==> config.mk <==
export PLATFORM = sky130hd
export DESIGN_NAME = ansx_bpsk_tx
export DESIGN_NICKNAME = d
export VERILOG_FILES = /design/src/rtl/ansx_pkg.sv /design/src/rtl/ansx_subcarrier.sv /design/src/rtl/ansx_crc16.sv /design/src/rtl/ansx_phase_enc.sv /design/src/rtl/ansx_bpsk_tx.sv
export SDC_FILE = /design/constraint.sdc
export NUM_CORES = 1
export LEC_CHECK = 0
export BUFFER_PORTS_ARGS = -buffer_cell sky130_fd_sc_hd__buf_4
export CORE_UTILIZATION = 39
export DETAILED_ROUTE_END_ITERATION = 8
export PLACE_DENSITY_LB_ADDON = 0.15
export SYNTH_ARGS = -nofsm -noshare
export SYNTH_HDL_FRONTEND = slang
export SYNTH_SLANG_ARGS = --single-unit
==> constraint.sdc <==
create_clock -name clk -period 2.6 [get_ports clk]
set_input_delay 0.13 -clock clk [delete_from_list [all_inputs] [get_ports clk]]
set_output_delay 0.13 -clock clk [all_outputs]
set_load 0.02 [all_outputs]
==> src/rtl/ansx_pkg.sv <==
// Shared types and helpers for the answer frame transmitter.
// Assumes a reflected CRC-16 with polynomial 0x8408, processed one byte per call.
package ansx_pkg;

    typedef enum logic [2:0] {
        ST_IDLE,
        ST_GUARD,
        ST_SYNC,
        ST_SOF,
        ST_DATA,
        ST_CRCL,
        ST_CRCH,
        ST_EOF
    } tx_state_t;

    // Advances the running CRC register by one byte, LSB-first.
    function automatic logic [15:0] crc_step(input logic [15:0] c, input logic [7:0] d);
        logic [15:0] r;
        r = c ^ {8'h00, d};
        for (int i = 0; i < 8; i++) begin
            r = r[0] ? ((r >> 1) ^ 16'h8408) : (r >> 1);
        end
        return r;
    endfunction

endpackage

==> src/rtl/ansx_subcarrier.sv <==
// Subcarrier generator: divides the carrier clock by DIV into a square wave.
// The wave is high in the first half of each period.
// Assumes DIV is even; the counter is held at zero while run is low.
module ansx_subcarrier #(
    parameter int DIV = 16
) (
    input  logic clk,
    input  logic rst_n,
    input  logic run,
    output logic sc_wave,
    output logic sc_wrap
);
    localparam int W = (DIV > 2) ? $clog2(DIV) : 1;

    logic [W-1:0] cnt;

    // Count clock cycles within one subcarrier period.
    always_ff @(posedge clk) begin
        if (!rst_n || !run) begin
            cnt <= '0;
        end else if (cnt == W'(DIV - 1)) begin
            cnt <= '0;
        end else begin
            cnt <= cnt + 1'b1;
        end
    end

    assign sc_wave = (cnt < W'(DIV / 2));
    assign sc_wrap = run && (cnt == W'(DIV - 1));

    // the period restarts after its final cycle.
    assert_period_wrap_R3: assert property (@(posedge clk) disable iff (!rst_n)
        (run && cnt == W'(DIV - 1)) |=> (cnt == '0));

endmodule

==> src/rtl/ansx_crc16.sv <==
// Payload checksum register: reloads with all ones on init, and absorbs one byte per upd.
// Presents the complemented value for transmission.
// Assumes init and upd never occur in the same cycle.
module ansx_crc16 (
    input  logic        clk,
    input  logic        rst_n,
    input  logic        init,
    input  logic        upd,
    input  logic [7:0]  data,
    output logic [15:0] crc_out
);
    import ansx_pkg::*;

    logic [15:0] crc_q;

    // Hold the running checksum of the bytes taken so far.
    always_ff @(posedge clk) begin
        if (!rst_n || init) begin
            crc_q <= 16'hFFFF;
        end else if (upd) begin
            crc_q <= crc_step(crc_q, data);
        end
    end

    assign crc_out = ~crc_q;

    // the checksum moves only when a byte is absorbed or the register is reloaded.
    assert_crc_steady_R7: assert property (@(posedge clk) disable iff (!rst_n)
        (!init && !upd) |=> $stable(crc_out));

endmodule

==> src/rtl/ansx_phase_enc.sv <==
// Phase encoder: tracks the previous bit level and inverts the subcarrier phase
// whenever a newly loaded bit differs from it.
// Assumes that clear starts each answer with the level treated as 1 and the phase at 0.
module ansx_phase_enc (
    input  logic clk,
    input  logic rst_n,
    input  logic clear,
    input  logic load,
    input  logic bit_i,
    input  logic en,
    input  logic sc_wave,
    output logic phase_o,
    output logic mod_o
);
    logic cur_bit;

    // Update the phase at each bit boundary from the level change.
    always_ff @(posedge clk) begin
        if (!rst_n || clear) begin
            phase_o <= 1'b0;
            cur_bit <= 1'b1;
        end else if (load) begin
            phase_o <= phase_o ^ (bit_i ^ cur_bit);
            cur_bit <= bit_i;
        end
    end

    assign mod_o = en & (sc_wave ^ phase_o);

endmodule

==> src/rtl/ansx_bpsk_tx.sv <==
// Answer frame transmitter top: sequences guard, sync, start mark, payload characters,
// checksum characters and end mark, and drives a phase-coded subcarrier.
// Assumes start_i is a short pulse and that byte_i is valid whenever byte_take_o is high.
module ansx_bpsk_tx #(
    parameter int SUBC_DIV   = 16,
    parameter int ETU_SUBC   = 8,
    parameter int GUARD_SUBC = 128,
    parameter int SYNC_SUBC  = 128,
    parameter int MARK_LOW   = 10,
    parameter int MARK_HIGH  = 2
) (
    input  logic       clk,
    input  logic       rst_n,
    input  logic       start_i,
    input  logic [7:0] byte_i,
    input  logic       byte_last_i,
    output logic       byte_take_o,
    output logic       mod_o,
    output logic       busy_o,
    output logic       done_o
);
    import ansx_pkg::*;

    localparam int CHAR_W = 10;
    localparam int MARK_W = MARK_LOW + MARK_HIGH;
    localparam int SR_W   = (MARK_W > CHAR_W) ? MARK_W : CHAR_W;
    localparam int MAX_I  = (GUARD_SUBC > SYNC_SUBC) ?
                            ((GUARD_SUBC > ETU_SUBC) ? GUARD_SUBC : ETU_SUBC) :
                            ((SYNC_SUBC > ETU_SUBC) ? SYNC_SUBC : ETU_SUBC);
    localparam int CNT_W  = $clog2(MAX_I) + 1;
    localparam int LEFT_W = $clog2(SR_W + 1);
    localparam logic [SR_W-1:0] MARK_PAT = SR_W'(((1 << MARK_HIGH) - 1) << MARK_LOW);

    tx_state_t         state, state_n;
    logic [CNT_W-1:0]  per_cnt, per_n;
    logic [SR_W-1:0]   sr, sr_n;
    logic [LEFT_W-1:0] left, left_n;
    logic              last_q, last_n;
    logic              take, load, fin, run, en, start_ok;
    logic              sc_wave, sc_wrap, phase_w;
    logic [15:0]       crc_out;

    // Wrap a byte into a start/data/stop character, bit 0 sent first.
    function automatic logic [SR_W-1:0] char_of(input logic [7:0] b);
        return SR_W'({1'b1, b, 1'b0});
    endfunction

    assign run      = (state != ST_IDLE);
    assign start_ok = (state == ST_IDLE) && start_i;
    assign en       = (state != ST_IDLE) && (state != ST_GUARD);

    ansx_subcarrier #(.DIV(SUBC_DIV)) sc_i (
        .clk(clk), .rst_n(rst_n), .run(run), .sc_wave(sc_wave), .sc_wrap(sc_wrap)
    );

    ansx_crc16 crc_i (
        .clk(clk), .rst_n(rst_n), .init(start_ok), .upd(take), .data(byte_i), .crc_out(crc_out)
    );

    ansx_phase_enc enc_i (
        .clk(clk), .rst_n(rst_n), .clear(start_ok), .load(load), .bit_i(sr_n[0]),
        .en(en), .sc_wave(sc_wave), .phase_o(phase_w), .mod_o(mod_o)
    );

    // Choose the next segment, bit pattern and interval count.
    always_comb begin
        state_n = state;
        per_n   = sc_wrap ? per_cnt + 1'b1 : per_cnt;
        sr_n    = sr;
        left_n  = left;
        last_n  = last_q;
        take    = 1'b0;
        load    = 1'b0;
        fin     = 1'b0;
        case (state)
            ST_IDLE: begin
                per_n = '0;
                if (start_i) state_n = ST_GUARD;
            end
            ST_GUARD: begin
                if (sc_wrap && per_cnt == CNT_W'(GUARD_SUBC - 1)) begin
                    state_n = ST_SYNC;
                    per_n   = '0;
                end
            end
            ST_SYNC: begin
                if (sc_wrap && per_cnt == CNT_W'(SYNC_SUBC - 1)) begin
                    state_n = ST_SOF;
                    per_n   = '0;
                    sr_n    = MARK_PAT;
                    left_n  = LEFT_W'(MARK_W);
                    load    = 1'b1;
                end
            end
            default: begin
                if (sc_wrap && per_cnt == CNT_W'(ETU_SUBC - 1)) begin
                    per_n = '0;
                    load  = 1'b1;
                    if (left > LEFT_W'(1)) begin
                        sr_n   = sr >> 1;
                        left_n = left - 1'b1;
                    end else begin
                        left_n = LEFT_W'(CHAR_W);
                        case (state)
                            ST_SOF: begin
                                take    = 1'b1;
                                sr_n    = char_of(byte_i);
                                last_n  = byte_last_i;
                                state_n = ST_DATA;
                            end
                            ST_DATA: begin
                                if (last_q) begin
                                    sr_n    = char_of(crc_out[7:0]);
                                    state_n = ST_CRCL;
                                end else begin
                                    take   = 1'b1;
                                    sr_n   = char_of(byte_i);
                                    last_n = byte_last_i;
                                end
                            end
                            ST_CRCL: begin
                                sr_n    = char_of(crc_out[15:8]);
                                state_n = ST_CRCH;
                            end
                            ST_CRCH: begin
                                sr_n    = MARK_PAT;
                                left_n  = LEFT_W'(MARK_W);
                                state_n = ST_EOF;
                            end
                            default: begin
                                load    = 1'b0;
                                fin     = 1'b1;
                                state_n = ST_IDLE;
                            end
                        endcase
                    end
                end
            end
        endcase
    end

    // Register the sequencer state and the end-of-answer pulse.
    always_ff @(posedge clk) begin
        if (!rst_n) begin
            state   <= ST_IDLE;
            per_cnt <= '0;
            sr      <= '0;
            left    <= '0;
            last_q  <= 1'b0;
            done_o  <= 1'b0;
        end else begin
            state   <= state_n;
            per_cnt <= per_n;
            sr      <= sr_n;
            left    <= left_n;
            last_q  <= last_n;
            done_o  <= fin;
        end
    end

    assign busy_o      = run;
    assign byte_take_o = take;

    // the line stays quiet throughout the guard interval.
    assert_guard_quiet_R2: assert property (@(posedge clk) disable iff (!rst_n)
        (state == ST_GUARD) |-> !mod_o);
    // a phase inversion only happens at a subcarrier period boundary.
    assert_phase_on_boundary_R4: assert property (@(posedge clk) disable iff (!rst_n)
        (busy_o && $past(busy_o) && phase_w != $past(phase_w)) |-> $past(sc_wrap));
    // a byte taken always starts a fresh payload character.
    assert_take_starts_char_R6: assert property (@(posedge clk) disable iff (!rst_n)
        byte_take_o |=> (state == ST_DATA && left == LEFT_W'(CHAR_W)));
    // done follows the busy period and lasts one cycle.
    assert_done_after_busy_R8: assert property (@(posedge clk) disable iff (!rst_n)
        done_o |-> (!busy_o && $past(busy_o)));
    assert_done_single_R8: assert property (@(posedge clk) disable iff (!rst_n)
        done_o |=> !done_o);
    // a start while busy never restarts the guard.
    assert_start_ignored_R9: assert property (@(posedge clk) disable iff (!rst_n)
        (busy_o && start_i) |=> (state != ST_GUARD || $past(state) == ST_GUARD));

endmodule

---- Word-level counts from Yosys, hierarchy flattened ----
Index checks and enable logic that the tools add are counted.
word-level totals
  flip-flop bits (word level) ............. 51
  input port bits ......................... 12
  word-level logic and storage cells ...... 119
  output and inout bits ................... 4
operators by class
  reductions and logical operators ........ 25
  $lt $le $gt $ge ......................... 2
  bitwise logic cells ..................... 19
  multiplexer cells ....................... 44
  add/subtract/negate cells ............... 3
  equality and inequality tests ........... 15
operators by type and width
  kind                                                              number
  16-bit 2-to-1 mux                                                 8
  12-bit case mux with 4 select lines                               1
  12-bit 2-to-1 mux                                                 3
  8-bit 2-to-1 mux                                                  3
  2-bit NOT with 3-bit output                                       8
  12-bit case mux with 2 select lines                               1
  3-bit 2-to-1 mux                                                  7
  16-bit NOT                                                        1
  8-bit case mux with 2 select lines                                1
  16-bit by 8-bit bitwise XOR with 16-bit output                    1
  4-bit 2-to-1 mux                                                  3
  3-bit case mux with 4 select lines                                1
  1-bit 2-to-1 mux                                                  10
  3-bit == test (second input constant)                             3
  9-bit 2-to-1 mux                                                  1
  3-bit case mux with 3 select lines                                1
  8-bit by 1-bit adder with 8-bit output (second input constant)    1
  8-bit by 3-bit == test with 1-bit output (second input constant)  1
  8-bit by 7-bit == test with 1-bit output (second input constant)  1
  4-bit case mux with 2 select lines                                1
  4-bit AND reduction                                               2
  3-bit by 2-bit == test with 1-bit output (second input constant)  2
  2-bit inequality test (second input constant)                     3
  1-bit case mux with 2 select lines                                3
  26 further kinds                                                  41

---- Depth between registers and ports, before layout ----
Gate-level depths: netlist (run 1).
  depth after elaboration ................. 17
  gate-level depth with buffers ........... 10
  depth with buffers taken out ............ 8

---- Cells and area by module ----
A second synthesis (run 1) with hierarchy kept.
unflattened totals
  cells, all modules ...................... 379
  area total of the unflattened synthesis .. 3094.2 µm²
modules (own cells, without submodules)
  module           cells each  sequential area each (µm²)  times used  area an instance (µm²)
  ansx_bpsk_tx     247         580.6                       1           1860.5
  ansx_crc16       102         320.3                       1           968.4
  ansx_subcarrier  18          80.1                        1           157.7
  ansx_phase_enc   12          40.0                        1           107.6

---- Least setup slack after synthesis (run 1) ----
No wires, ideal clock.
  kind .................................... flip-flop to flip-flop
  start ................................... register left[0]
  end ..................................... register enc_i.phase_o
  cell stages (with the launch flop) ...... 10
  period minus slack after synthesis ...... 2.246 ns
  buffers on the path ..................... 1
  required time ........................... 2.530 ns
  arrival ................................. 2.176 ns
  path slack .............................. 0.354 ns
  setup time .............................. 0.070 ns
  path through ............................ dfxtp_1 > inv_1 > ha_1 > or2_2 > and2_0 > buf_1 > a31oi_1 > o221ai_2 > or4_1 > a21boi_1
on the way
  longest elaborated chain between the ends .. 6
  elaborated cells between the ends (all ways) .. 9
  classes of those cells .................. order compare: 1; mux: 6; bitwise: 2
RTL lines
  item                                             RTL line              RTL
  from (decl)                                      ansx_bpsk_tx.sv:37    logic [LEFT_W-1:0] left, left_n;
  from (signal assigned)                           ansx_bpsk_tx.sv:155   left <= left_n;
  4-bit by 1-bit > comparator with 1-bit output *  ansx_bpsk_tx.sv:99    if (left > LEFT_W'(1)) begin
  12-bit 2-to-1 mux                                ansx_bpsk_tx.sv:99
  12-bit 2-to-1 mux                                ansx_bpsk_tx.sv:96    if (sc_wrap && per_cnt == CNT_W'(ETU_SUBC - 1)) begin
  12-bit case mux with 2 select lines              ansx_bpsk_tx.sv:75    case (state)
  1-bit bitwise XOR (2 in a row)                   ansx_phase_enc.sv:23  phase_o <= phase_o ^ (bit_i ^ cur_bit);
  to (signal assigned)                             ansx_phase_enc.sv:23
  to (decl)                                        ansx_phase_enc.sv:12  output logic phase_o,
Every way passes the cells marked *; elsewhere a longest branch is shown, timed or not. The select of a mux whose other input is x is not followed.
A chain may end at the register's enable or synchronous reset.

---- Worst setup path after layout (run 1) ----
Ends and elaborated chain as after synthesis.

==> impl_metrics.toml, run 1 <==
[timing]
final_max_slew_viol_count = 0
tns_ps = 0
timing.hold.ws_ps = 168
timing.final.hold_violations = 0
finalSetupViolations = 0
slew_margin_rel_pct = 63.6
finalWorstPathRequiredPeriod_ps = 2380
timing.final.ws_setup_ps = 223
worst-slew-pin-transition_ps = 547
final.period_utilization_pct = 91.4
timing.clock.skew_ps = 8.38
max_freq_ghz = 0.421
rsz0062_at_grt = "false"

[die]
pin_count = 16
die-height_um = 87.9
coreArea_um2 = 6940
die_w_um = 87.9
fp-row-count = 30
initial_core_util_pct = 41.4
die_outline_area_um2 = 7730

[clock_tree]
number_of_buffers_added_for_setup_after_cts = 0
clock_tree_from_tritoncts = "built"
clkSinkCount = 51
clock_path_buffers = 2
path_clk_slew_ps = 90
clock_tree.root_cell = "clkbuf_8"
worst_skew_pair_latency_ps = 310
htree_num_levels = 2
numCtsBuffers = 5
cts-hold-fix-buffers = 0
cts.repair.resized = 0

[min_path]
hold_start = "rst_n"
hold-path-endpoint = "sr[11]"
hold_depth = 3
worst_hold_path_type = "primary input to flip-flop"

[power]
power_frac_comb_pct = 11.2
power_report.internal_total_mw = 1.04
power.sequential.fraction_pct = 55.9
power.switching_fraction_pct = 26.2
finalPower_mw = 1.41
maximum_vdd_drop_v = 0.000227
total_leakage_power_nw = 1.21
power.density_cell_area_nw_per_um2 = 439
p_sw_uw = 370
clock_power_share_pct = 33.0

[synth]
synthesis.area_per_instance_um2 = 8.27
yosys.area_share.simple_pct = 23.8
synth_top_flop_cell = "dfxtp_1"
synth-edff-count = 0
netlist.top_cell.by_area = "dfxtp_1"
synth_fa_ha_area_share_pct = 1.74
synth_top_family_by_area = "simple AND/OR/NAND/NOR gates"
synth-seq-cells = 51
post_synth_xor_area_fraction_pct = 11.0
ys_warn_count = 0
synth_sequential_area_ratio_pct = 35.5
synth_cells = 348
synthTopCellsByArea = "dfxtp_1 35%, xnor2_1 6.7%, nor2_1 5.6%"
synth_fp_nets = 364
synth_cell_type_count = 52
synth_mux_area_share_pct = 1.74
asyncSetResetFlopFracSynth_pct = 0
netlist.area_leader.share_pct = 35.5
synth.cell_area_um2 = 2880
synth_compound_gate_area_share_pct = 22.3

[placed_design]
gpl.final_weighted_congestion = 0.751
detailedPlacementHpwl_um = 4620
dpl_worst_slack_ps = 253
placed_cell_area_um2 = 3130
place_inst = 453
io_buffer_count = 15

[cells_and_area]
area_growth_syn_to_layout_pct = 11.6
fin_util_pct = 46.2
most-common-layout-cells = "51 x dfxtp_1, 43 x nor2_1, 33 x nand2_1, 31 x o21ai_0, 28 x buf_4"
multi_input_comb_area_um2 = 1740
ff_latch_area_um2 = 1020
final_cell_area_um2 = 3210
post_layout_nonfiller_instances = 461
share_of_layout_cells_above_drive_strength_1_pct = 13.4
final_common_cell = "dfxtp_1"
diodes = 0
design.final.nets = 380
final.fill_count = 703

[route]
vias_per_cell = 5.30
dr.pass1.iters = 4
route.detailed.drc = 0
routed-via-count = 2443
wirelength_um = 6550
ant_nets = 0
wire_per_inst_um = 14.2
drtIter0Drc = 115

[grt]
grt_max_degree = 26
vias_in_the_first_global_route = 2300
global_route_wire_length_before_repair_um = 11100
track_usage_pct = 18.3
antenna_found_initial = 0
globalRoute.totalOverflow = 0

[flow_run]
max-cap-violations = 0

[run_status]
status = "finished, final reports clean"

[critical_path]
cells_along_the_critical_path = "inv_1, ha_1, or2_2, and2_0, a31oi_1, o221ai_2, or4_1, a21boi_1"
r2r_slack_ps = 220
worstPathRequired_ps = 2840
end_kind = "flip-flop"
critPathArrivalTime_ps = 2620
regToRegStartpoint = "left[0]"
critPathBufInv = 1
timing.critical_path.slowest_cell_delay_ps = 510
path_delay_family = "simple AND/OR/NAND/NOR gates"
regToRegEndpoint = "enc_i.phase_o"
critical_path_class = "flip-flop to flip-flop"
crit_path_start_kind = "flip-flop"
critical_path_peak_fanout = 6
worst-r2r-cell-count = 8
cpMaxStageDelayCell = "or4_1"
state kept, by name, indices dropped and copies added (netlist names):
| register | flops |
|---|---|
| last_q | 1 |
| crc_i.crc_q | 16 |
| state | 3 |
| left | 4 |
| sc_i.cnt | 4 |
| enc_i.phase_o | 1 |
| enc_i.cur_bit | 1 |
| done_o | 1 |
| sr | 12 |
| per_cnt | 8 |
area by class of cell:
cell class / count / share of cell area, %
Clock buffer: 6 / 2.26
Clock inverter: 2 / 0.390
Inverter: 8 / 0.935
Multi-Input combinational cell: 270 / 54.3
Sequential cell: 51 / 31.8
Tap cell: 96 / 3.74
Timing Repair Buffer: 28 / 6.55
Yosys cell counts, drive strengths merged (4+ instances only):
cell type	n
nor2b	13
o21a	4
a21oi	9
o211ai	7
xor2	14
clkbuf	12
ha	4
nor2	43
or2	4
inv	8
buf	7
nand3	6
o21ai	31
nand2	33
dfxtp	51
a2bb2oi	8
a22oi	8
a22o	8
a21boi	6
xnor2	22
nand4	5
mux2i	5
nor3	6
kinds of logic (layout without fill, tap and decap cells):
group           count (synthesis)  in the layout
xor+xnor                       36             36
flops                          51             51
fa+ha+maj                       4              4
buf+inv                        27             44
mux                             5              5
compound gates                 94             94
simple gates                  131            131
worst register-to-register path, stage by stage (launching register included):
cell	delay (ps)
dfxtp_1	410
inv_1	70
ha_1	220
or2_2	320
and2_0	260
a31oi_1	250
o221ai_2	130
or4_1	510
a21boi_1	150
metal layers:
layer	vias to the layer above	GRT usage [%]	part of all wire (%)	routed length (µm)
met5	-	0	0	0
met4	0	4.47	0.92	60
met3	7	2.92	2.4	157
met2	29	29.5	45	2940
met1	1150	25.6	52	3390
li1	1257	-	-	-
worst max-delay path by stage:
stage	startpoint	end	slack, ps	cells after the start
after floorplan	left[0]	enc_i.phase_o	350	9
after global placement	left[0]	enc_i.phase_o	330	8
after detailed placement	left[0]	enc_i.phase_o	250	8
after CTS	left[0]	enc_i.phase_o	220	8
after global routing	left[0]	enc_i.phase_o	80	8
final	left[0]	enc_i.phase_o	220	8
power by group through the flow:
stage               Sequential [mW]  Clock, mW  Combinational [mW]
CTS                           0.788      0.480               0.158
global route                  0.789      0.499               0.173
floorplan                     0.808          0               0.108
finish                        0.788      0.465               0.158
global placement              0.806          0               0.158
detailed placement            0.806          0               0.158
(Power assumes the default switching activity.)
==> inputs of run 2 (changes only) <==
Settings changed: MAX_ROUTING_LAYER from default to met4.
==> run 2 against run 1 <==
  * Clock power barely moved
  * Critical path depth did not move
  * Cell area did not move
  * Clock skew rose by 0.87 ps
  * First-iteration DRC count rose by 2.6%
  * Total power fell by 0.19%
  * Largest power group unchanged
==> impl_metrics.toml, run 2 (synthesis gave the netlist of run 1 again) <==
[run_status]
status = "finished, final reports clean"

[route]
wire_per_inst_um = 14.2
drtIter0Drc = 118
ant_nets = 0
wirelength_um = 6540
route.detailed.drc = 0
dr.pass1.iters = 4
vias_per_cell = 5.27
routed-via-count = 2430

[placed_design]
io_buffer_count = 15
gpl.final_weighted_congestion = 0.761
place_inst = 453
detailedPlacementHpwl_um = 4620
placed_cell_area_um2 = 3130

[clock_tree]
cts.repair.resized = 0
numCtsBuffers = 5
htree_num_levels = 2
worst_skew_pair_latency_ps = 310
cts-hold-fix-buffers = 0
clock_path_buffers = 2
clock_tree_from_tritoncts = "built"
number_of_buffers_added_for_setup_after_cts = 0
clock_tree.root_cell = "clkbuf_8"
clkSinkCount = 51
path_clk_slew_ps = 90

[die]
coreArea_um2 = 6940
die_outline_area_um2 = 7730
initial_core_util_pct = 41.4
pin_count = 16
die-height_um = 87.9
fp-row-count = 30
die_w_um = 87.9

[critical_path]
critical_path.startpoint = "left[0]"
critPathArrivalTime_ps = 2610
critical_path_peak_fanout = 6
worst-r2r-cell-count = 8
regToRegStartpoint = "left[0]"
end_kind = "flip-flop"
crit_path_start_kind = "flip-flop"
r2r_slack_ps = 230
critical_path_class = "flip-flop to flip-flop"
worstPathRequired_ps = 2840
regToRegEndpoint = "enc_i.phase_o"

[cells_and_area]
post_layout_nonfiller_instances = 461
final.fill_count = 703
max_flop_register = "crc_i.crc_q"
final_cell_area_um2 = 3210
share_of_layout_cells_above_drive_strength_1_pct = 13.4
design.final.nets = 380
most-common-layout-cells = "51 x dfxtp_1, 43 x nor2_1, 33 x nand2_1, 31 x o21ai_0, 28 x buf_4"
area_growth_syn_to_layout_pct = 11.6
final_common_cell = "dfxtp_1"
fin_util_pct = 46.2
reg.largest.list = "crc_i.crc_q (16), sr (12), per_cnt (8)"
diodes = 0
number_of_flip_flops_under_the_largest_register_name = 16

[timing]
tns_ps = 0
max_freq_ghz = 0.421
finalSetupViolations = 0
timing.final.hold_violations = 0
worst-slew-pin-transition_ps = 546
rsz0062_at_grt = "false"
finalWorstPathRequiredPeriod_ps = 2370
final.period_utilization_pct = 91.3
timing.clock.skew_ps = 9.25
final_max_slew_viol_count = 0
slew_margin_rel_pct = 63.6

[power]
maximum_vdd_drop_v = 0.000227
total_leakage_power_nw = 1.21
power.density_cell_area_nw_per_um2 = 439

[flow_run]
max-cap-violations = 0

[min_path]
hold_start = "rst_n"
hold-path-endpoint = "sr[11]"
hold_depth = 3
worst_hold_path_type = "primary input to flip-flop"

[grt]
track_usage_pct = 18.9
grt_max_degree = 26
global_route_wire_length_before_repair_um = 11100
vias_in_the_first_global_route = 2302
globalRoute.totalOverflow = 0
antenna_found_initial = 0
==> run 2: cell counts in the layout (fill, tap and decap cells not counted) <==
No cell type changed its count.
==> run 2: layer usage <==
layer,vias to the layer above,track usage (%),share of wire (%)
li1,1255,-,-
met1,1136,25.6,52
met2,32,29.5,45
met3,7,2.92,2.7
met4,0,4.47,0.96
met5,-,-,0
==> run 2: report_power, final <==
| part | internal (mW) | switching, mW | total (mW) | leakage (nW) |
|---|---|---|---|---|
| logic | 0.0662 | 0.0916 | 0.158 | 0.756 |
| clock network | 0.189 | 0.273 | 0.462 | 0.0412 |
| registers | 0.785 | 0.00286 | 0.788 | 0.412 |
| total | 1.04 | 0.368 | 1.41 | 1.21 |
==> run 2: how the worst max path moves through the flow <==
| stage | slack, ps | cells past startpoint | endpoint |
|---|---|---|---|
| after floorplan | 350 | 9 | enc_i.phase_o |
| after global placement | 330 | 8 | enc_i.phase_o |
| after detailed placement | 250 | 8 | enc_i.phase_o |
| after CTS | 220 | 8 | enc_i.phase_o |
| after global routing | 80 | 8 | enc_i.phase_o |
| final | 230 | 8 | enc_i.phase_o |
==> run 2: cell type report <==
type,instances,area [µm²],share of cell area [%]
Multi-Input combinational cell,270,1740,54.3
Clock inverter,2,12.5,0.390
Sequential cell,51,1020,31.8
Clock buffer,6,72.6,2.26
Tap cell,96,120,3.74
Inverter,8,30.0,0.935
Timing Repair Buffer,28,210,6.55
==> run 2: worst max-delay path: stages (launching register included) <==
cell and delay, ps:
dfxtp_1 410, inv_1 60, ha_1 220, or2_2 310, and2_0 260, a31oi_1 250, o221ai_2 130, or4_1 510
a21boi_1 150
==> run 2: through the flow <==
stage / setup WS, ps / hold WS [ps] / power [mW]
final: 227 / 167 / 1.41
after detailed placement: 253 / 439 / 0.965
after global routing: 82.7 / 177 / 1.46
after CTS: 224 / 159 / 1.43
after floorplan: 354 / 283 / 0.916
after global placement: 327 / 432 / 0.964
==> inputs of run 3 (changes only) <==
Settings changed: CORE_UTILIZATION 39 to 58, REMOVE_ABC_BUFFERS from default to 1.
==> run 3 against run 2 <==
  * First-iteration DRC count increased by 43%
  * Worst hold slack worse by 1.1 ps
  * Global-route usage is 6.5 points higher
  * Non-clock buffer count fell by 2
  * Die area decreased by 32%
  * Combinational power down 6%
  * Critical path type unchanged
  * Critical endpoint unchanged
==> impl_metrics.toml, run 3 (synthesis gave the netlist of run 1 again) <==
[timing]
finalWorstPathRequiredPeriod_ps = 2360
timing.final.ws_setup_ps = 238
finalSetupViolations = 0
timing.hold.ws_ps = 166
worst-slew-pin-transition_ps = 560
final.period_utilization_pct = 90.9
slew_margin_rel_pct = 62.5
tns_ps = 0
timing.final.hold_violations = 0
max_freq_ghz = 0.423
final_max_slew_viol_count = 0
timing.clock.skew_ps = 6.76
rsz0062_at_grt = "false"

[placed_design]
gpl.final_weighted_congestion = 0.809
detailedPlacementHpwl_um = 4290
dpl_worst_slack_ps = 253
placed_cell_area_um2 = 3070
io_buffer_count = 15
place_inst = 422

[grt]
track_usage_pct = 25.4
antenna_found_initial = 0
global_route_wire_length_before_repair_um = 10300
vias_in_the_first_global_route = 2223
globalRoute.totalOverflow = 0
grt_max_degree = 26

[cells_and_area]
max_flop_register = "crc_i.crc_q"
most-common-layout-cells = "51 x dfxtp_1, 43 x nor2_1, 33 x nand2_1, 31 x o21ai_0, 26 x buf_4"
number_of_flip_flops_under_the_largest_register_name = 16
final_common_cell = "dfxtp_1"
final_cell_area_um2 = 3160
area_growth_syn_to_layout_pct = 9.78
diodes = 0
multi_input_comb_area_um2 = 1740
reg.largest.list = "crc_i.crc_q (16), sr (12), per_cnt (8)"
post_layout_nonfiller_instances = 430
fin_util_pct = 66.4
share_of_layout_cells_above_drive_strength_1_pct = 12.9
final.fill_count = 407
ff_latch_area_um2 = 1020
design.final.nets = 378

[die]
coreArea_um2 = 4750
pin_count = 16
die-height_um = 72.4
fp-row-count = 25
initial_core_util_pct = 60.5
die_outline_area_um2 = 5250
die_w_um = 72.4

[route]
vias_per_cell = 5.77
wire_per_inst_um = 14.2
wirelength_um = 6090
drtIter0Drc = 169
ant_nets = 0
route.detailed.drc = 0
dr.pass1.iters = 7
routed-via-count = 2483

[critical_path]
crit_path_start_kind = "flip-flop"
critical_path_peak_fanout = 6
critPathArrivalTime_ps = 2610
cells_along_the_critical_path = "inv_1, ha_1, or2_2, and2_0, a31oi_1, o221ai_2, or4_1, a21boi_1"
regToRegEndpoint = "enc_i.phase_o"
critical_path.startpoint = "left[0]"
critical_path_class = "flip-flop to flip-flop"
regToRegStartpoint = "left[0]"
worstPathRequired_ps = 2850
r2r_slack_ps = 240
worst-r2r-cell-count = 8
end_kind = "flip-flop"
cpMaxStageDelayCell = "or4_1"
timing.critical_path.slowest_cell_delay_ps = 520

[clock_tree]
htree_num_levels = 2
clock_tree_from_tritoncts = "built"
numCtsBuffers = 5
number_of_buffers_added_for_setup_after_cts = 0
cts-hold-fix-buffers = 0
clock_tree.root_cell = "clkbuf_8"
path_clk_slew_ps = 90
clock_path_buffers = 2
cts.repair.resized = 0
clkSinkCount = 51
worst_skew_pair_latency_ps = 300

[min_path]
worst_hold_path_type = "primary input to flip-flop"
hold-path-endpoint = "sr[11]"
hold_depth = 3
hold_start = "rst_n"

[power]
finalPower_mw = 1.39
power.density_cell_area_nw_per_um2 = 440
maximum_vdd_drop_v = 0.000342
total_leakage_power_nw = 1.20

[flow_run]
max-cap-violations = 0

[run_status]
status = "finished, final reports clean"
## run 3: changes by cell type in the layout (fill, tap and decap cells not counted)
cell	previous run	this run
buf_4	28	26
## run 3: layer usage
| layer | wire length, µm | global-route usage, % | vias to the layer above |
|---|---|---|---|
| met5 | 0 | - | - |
| met4 | 34 | 5.66 | 0 |
| met3 | 299 | 4.58 | 4 |
| met2 | 2780 | 38.7 | 74 |
| met1 | 2970 | 35.1 | 1160 |
| li1 | - | - | 1245 |
## run 3: layout make-up
cell class                      count  share of cell area, %
Clock buffer                        6                   2.30
Clock inverter                      2                  0.396
Inverter                            8                  0.950
Multi-Input combinational cell    270                   55.2
Sequential cell                    51                   32.3
Tap cell                           67                   2.65
Timing Repair Buffer               26                   6.18
## run 3: worst max-delay path by stage
stage,endpoint,depth (start not counted)
after detailed placement,enc_i.phase_o,8
after global placement,sr[4],7
final,enc_i.phase_o,8
after CTS,enc_i.phase_o,8
after floorplan,enc_i.phase_o,6
after global routing,sr[8],7
## run 3: report_power, final
part / total, mW / internal (mW) / switching, mW
Sequential: 0.793 / 0.785 / 0.00767
Combinational: 0.149 / 0.0661 / 0.0833
Clock: 0.448 / 0.189 / 0.259
## run 3: critical path: cells and delay by family, from the launching register on
kind	cells	cell delay, ps
adders and majority gates	1	220
DFF	1	420
AOI/OAI and AO/OA	3	510
buffers and inverters	1	70
and+or+nand+nor	3	1090
